## src/rtl/smag_seq_mult.sv

```systemverilog
module smag_seq_mult #(
  parameter int W = 8
) (
  input  logic           clk,
  input  logic           rst_n,
  input  logic           start,
  input  logic [W-1:0]   mcand_mag,
  input  logic           mcand_sgn,
  input  logic [W-1:0]   mplier_mag,
  input  logic           mplier_sgn,
  output logic           busy,
  output logic           done,
  output logic [2*W-1:0] prod_mag,
  output logic           prod_sgn
);
  localparam int CW = $clog2(W + 1);
  localparam logic [CW-1:0] CNT_INIT = CW'(W);

  logic [W-1:0]  b_q, a_q, q_q;
  logic [CW-1:0] cnt_q;
  logic          sgn_q, busy_q, done_q;
  logic [W:0]    ea_sum;

  // carry plus partial product, before the shift
  assign ea_sum = q_q[0] ? ({1'b0, a_q} + {1'b0, b_q}) : {1'b0, a_q};

  always_ff @(posedge clk or negedge rst_n) begin
    if (!rst_n) begin
      b_q    <= '0;
      a_q    <= '0;
      q_q    <= '0;
      cnt_q  <= '0;
      sgn_q  <= 1'b0;
      busy_q <= 1'b0;
      done_q <= 1'b0;
    end else begin
      done_q <= 1'b0;
      if (!busy_q) begin
        if (start) begin
          b_q    <= mcand_mag;
          q_q    <= mplier_mag;
          a_q    <= '0;
          sgn_q  <= mcand_sgn ^ mplier_sgn;
          cnt_q  <= CNT_INIT;
          busy_q <= 1'b1;
        end
      end else begin
        a_q   <= ea_sum[W:1];
        q_q   <= {ea_sum[0], q_q[W-1:1]};
        cnt_q <= cnt_q - 1'b1;
        if (cnt_q == CW'(1)) begin
          busy_q <= 1'b0;
          done_q <= 1'b1;
        end
      end
    end
  end

  assign busy     = busy_q;
  assign done     = done_q;
  assign prod_mag = {a_q, q_q};
  assign prod_sgn = sgn_q;

  a_r5_done_single: assert property (@(posedge clk) disable iff (!rst_n)
    done |=> !done);
  a_r5_done_on_fall: assert property (@(posedge clk) disable iff (!rst_n)
    $fell(busy) |-> done);
  a_r5_count_live: assert property (@(posedge clk) disable iff (!rst_n)
    busy |-> (cnt_q != '0 && cnt_q <= CNT_INIT));
  a_r6_operand_held: assert property (@(posedge clk) disable iff (!rst_n)
    busy |=> $stable(b_q) && $stable(prod_sgn));
  a_r7_result_held: assert property (@(posedge clk) disable iff (!rst_n)
    (!busy && !start) |=> $stable(prod_mag) && $stable(prod_sgn));
  a_r2_busy_rise: assert property (@(posedge clk) disable iff (!rst_n)
    (!busy && start) |=> busy);
endmodule

```

## config.mk

```make
export PLATFORM = sky130hd
export DESIGN_NAME = smag_seq_mult
export DESIGN_NICKNAME = d
export VERILOG_FILES = /design/src/rtl/smag_seq_mult.sv
export SDC_FILE = /design/constraint.sdc
export NUM_CORES = 1
export LEC_CHECK = 0
export BUFFER_PORTS_ARGS = -buffer_cell sky130_fd_sc_hd__buf_2
export CAP_MARGIN = 20
export CORE_UTILIZATION = 55
export DETAILED_ROUTE_END_ITERATION = 6
export PLACE_DENSITY = 0.86
export SYNTH_ARGS = -nofsm -noshare
export SYNTH_HDL_FRONTEND = slang
export SYNTH_SLANG_ARGS = --single-unit
```

## constraint.sdc

```tcl
create_clock -name clk -period 4.35 [get_ports clk]
set_clock_uncertainty 0.1 [all_clocks]
set_input_delay 1.305 -clock clk [delete_from_list [all_inputs] [get_ports clk]]
set_output_delay 1.305 -clock clk [all_outputs]
set_load 0.005 [all_outputs]
```

==> results.py <==
metrics = {
    "status": {
        "run_status": "complete, but fails checks",
        "violations": "design-rule violations",
    },
    "synthesis": {
        "async_flop_share": 1.00,
        "yosysWarnings": 0,
        "ys.flop_type": "dfrtp_1",
        "synth_edf_count": 0,
        "yosys_register_bits": 31,
        "ys_types": 36,
        "synth_nets": 195,
        "synth_area_per_cell_um2": 10.4,
        "netlist_top_cells_area": "dfrtp_1 (46%), ha_1 (7.4%), mux2i_1 (5.3%)",
        "syn_area_mm2": 0.00170,
        "netlist_instances": 163,
        "yosys.area.top_type": "dfrtp_1",
        "ys_seq_area_frac": 0.457,
        "synth.top_cell.area_share": 0.457,
    },
    "power": {
        "p_sw_mw": 0.615,
        "peakVddDrop_mv": 0.440,
        "p_int_mw": 0.869,
        "pwr-share-comb": 0.531,
        "power_frac_clock": 0.100,
        "p_sw_frac": 0.414,
        "power_frac_seq": 0.369,
        "power_mw": 1.48,
        "p_leak_nw": 0.962,
        "power.density_mw_per_mm2": 763,
    },
    "timing": {
        "period_needed_ps": 2680,
        "rsz0062_at_grt": "false",
        "setup_viol": 0,
        "hold_violations": 0,
        "worst_slack_ps": 1670,
        "maxSlewHeadroom": 0.428,
        "finalCritPeriodShare": 0.616,
        "finalMaxSlewViolations": 0,
        "max_freq_mhz": 373,
        "worst_pin_slew_ps": 857,
        "fin_setup_tns_ps": 0,
        "hold_ws_ps": 405,
    },
    "clock_tree": {
        "htreeDepth": 2,
        "cts-root-buf": "clkbuf_4",
        "cts.clk_slew.worst_paths_ps": 90,
        "cts_setup_buffers": 0,
        "clkLatencyLatePin_ps": 330,
        "cts.sinks": 31,
        "cts-resized-gates": 0,
        "cts_max_path_buffers": 2,
        "cts_inserted_buffers": 5,
        "hold_buffers": 0,
        "cts_tree": "done",
    },
    "critical_path": {
        "critical_path_class": "in2reg",
        "crit_fanout": 19,
        "critPathLaunch": "start",
        "critPathArrivalTime_ps": 2800,
        "worstSetupStartpointType": "input pin",
        "worstReg2RegStart": "a_q[0]$_DFFE_PN0P_",
        "cp.required_ps": 4470,
        "crit_path_end_kind": "flip-flop",
        "r2r_setup_slack_ps": 2260,
    },
    "drt": {
        "drc_errors": 2,
        "routed_wirelength_mm": 3.46,
        "vias_per_cell": 5.93,
        "vias": 1375,
        "initialDrtViolationCount": 45,
        "drtAntennaViolNets": 0,
        "firstDrtPassIters": 7,
        "wl_per_cell_um": 14.9,
    },
    "cells_and_area": {
        "antenna_cells": 0,
        "fin_util": 0.682,
        "area_growth_pct": 14.5,
        "drive_above_1_share": 0.274,
        "stdcell_area_mm2": 0.00195,
        "final_net_count": 234,
        "finalNonFillerCells": 232,
    },
    "grt": {
        "grt_pass1_wl_mm": 5.69,
        "grt_antenna_before_repair": 0,
        "grt_max_degree": 42,
        "grt_use_total": 0.228,
        "grt_pass1_vias": 1317,
        "globalRouteOverflowTotal": 0,
    },
    "placed_design": {
        "gp_congestion": 0.825,
        "hpwl_mm": 2.48,
        "place_area_mm2": 0.00190,
        "dp.cells": 226,
        "place_ws_ps": 1320,
        "numPortBuffers": 39,
    },
    "floorplan": {
        "core_area_mm2": 0.00285,
        "fp.dieW_um": 57.6,
        "initial_core_util": 0.596,
        "rows": 19,
        "ios": 40,
        "die_area_mm2": 0.00332,
        "dieHeight_um": 57.6,
    },
    "run": {
        "drv_cap": 0,
    },
    "worst_hold_path": {
        "min_path_type": "reg2reg",
        "hold_start": "q_q[7]$_DFFE_PN0P_",
    },
}
==> placed cells by master, fill, tap and decap left out, drive strengths merged, types with 2 or more instances in the layout <==
master	synthesis	routed
o22a	2	2
nand2b	3	3
nand2	13	13
clkbuf	2	6
o31ai	2	2
nor3b	2	2
nor3	5	5
xnor2	3	3
o21a	2	2
xor2	3	3
buf	6	40
a21oi	7	7
a21o	2	2
ha	10	10
o211ai	3	3
o21ai	15	15
nor2b	5	5
mux2	8	8
inv	8	8
nor2	5	5
a22oi	2	2
dfrtp	31	31
nand3	3	3
mux2i	9	9
a211oi	3	3
==> metal layers <==
layer / GRT usage / vias to the layer above / routed length (um) / share of wire
li1: - / 660 / - / -
met1: 0.289 / 655 / 1490 / 0.43
met2: 0.365 / 49 / 1690 / 0.49
met3: 0.0522 / 11 / 191 / 0.055
met4: 0.118 / 0 / 85 / 0.025
met5: 0 / - / 0 / 0
==> cells by family after synthesis <==
family	synth area share
compound gates	0.169
simple gates	0.113
flops	0.457
mux	0.106
buf+inv	0.0390
fa+ha+maj	0.0854
xor+xnor	0.0309
==> critical path: stages <==
cell	delay [ps]
buf_2	330
nor2b_1	740
mux2_2	420
==> cell type report <==
cell class,count,area [um^2]
inverter,8,30.0
sequential,31,776
multi-input combinational,116,857
tap,31,38.8
clock buffer,6,41.3
timing repair buffer,40,203
fill,221,907
==> synthesized netlist by cell type, types with 3 or more instances <==
library cell / count
nor3_1: 5
xnor2_1: 3
nor2_1: 5
o211ai_1: 3
nand2_1: 13
buf_2: 5
mux2i_1: 9
o21ai_0: 15
nor2b_1: 4
dfrtp_1: 31
xor2_1: 3
nand2b_1: 3
nand3_1: 3
mux2_2: 8
a21oi_1: 7
inv_1: 8
a211oi_1: 3
ha_1: 10
==> path summary, 6_finish.rpt <==
check	endpoint	cells past startpoint
setup / recovery	b_q[7]$_DFFE_PN0P_	3
hold reg to reg	q_q[6]$_DFFE_PN0P_	2
hold / removal	q_q[6]$_DFFE_PN0P_	2
min in group asynchronous	done$_DFF_PN0_	1
max in group asynchronous	b_q[1]$_DFFE_PN0P_	1
setup reg to reg	a_q[7]$_DFFE_PN0P_	7
==> power by group through the flow <==
stage	registers, mW	clock network (mW)	logic, mW
after floorplan	0.528	0	0.583
after detailed placement	0.552	0	0.780
after global placement	0.543	0	0.742
after CTS	0.547	0.152	0.786
after global routing	0.563	0.163	0.890
final	0.547	0.149	0.787
==> sequential cells by signal, summed over array words and instances (netlist names) <==
signal	count
busy	1
prod_sgn	1
b_q	8
a_q	8
q_q	8
cnt_q	4
done	1
(Power assumes the default switching activity.)
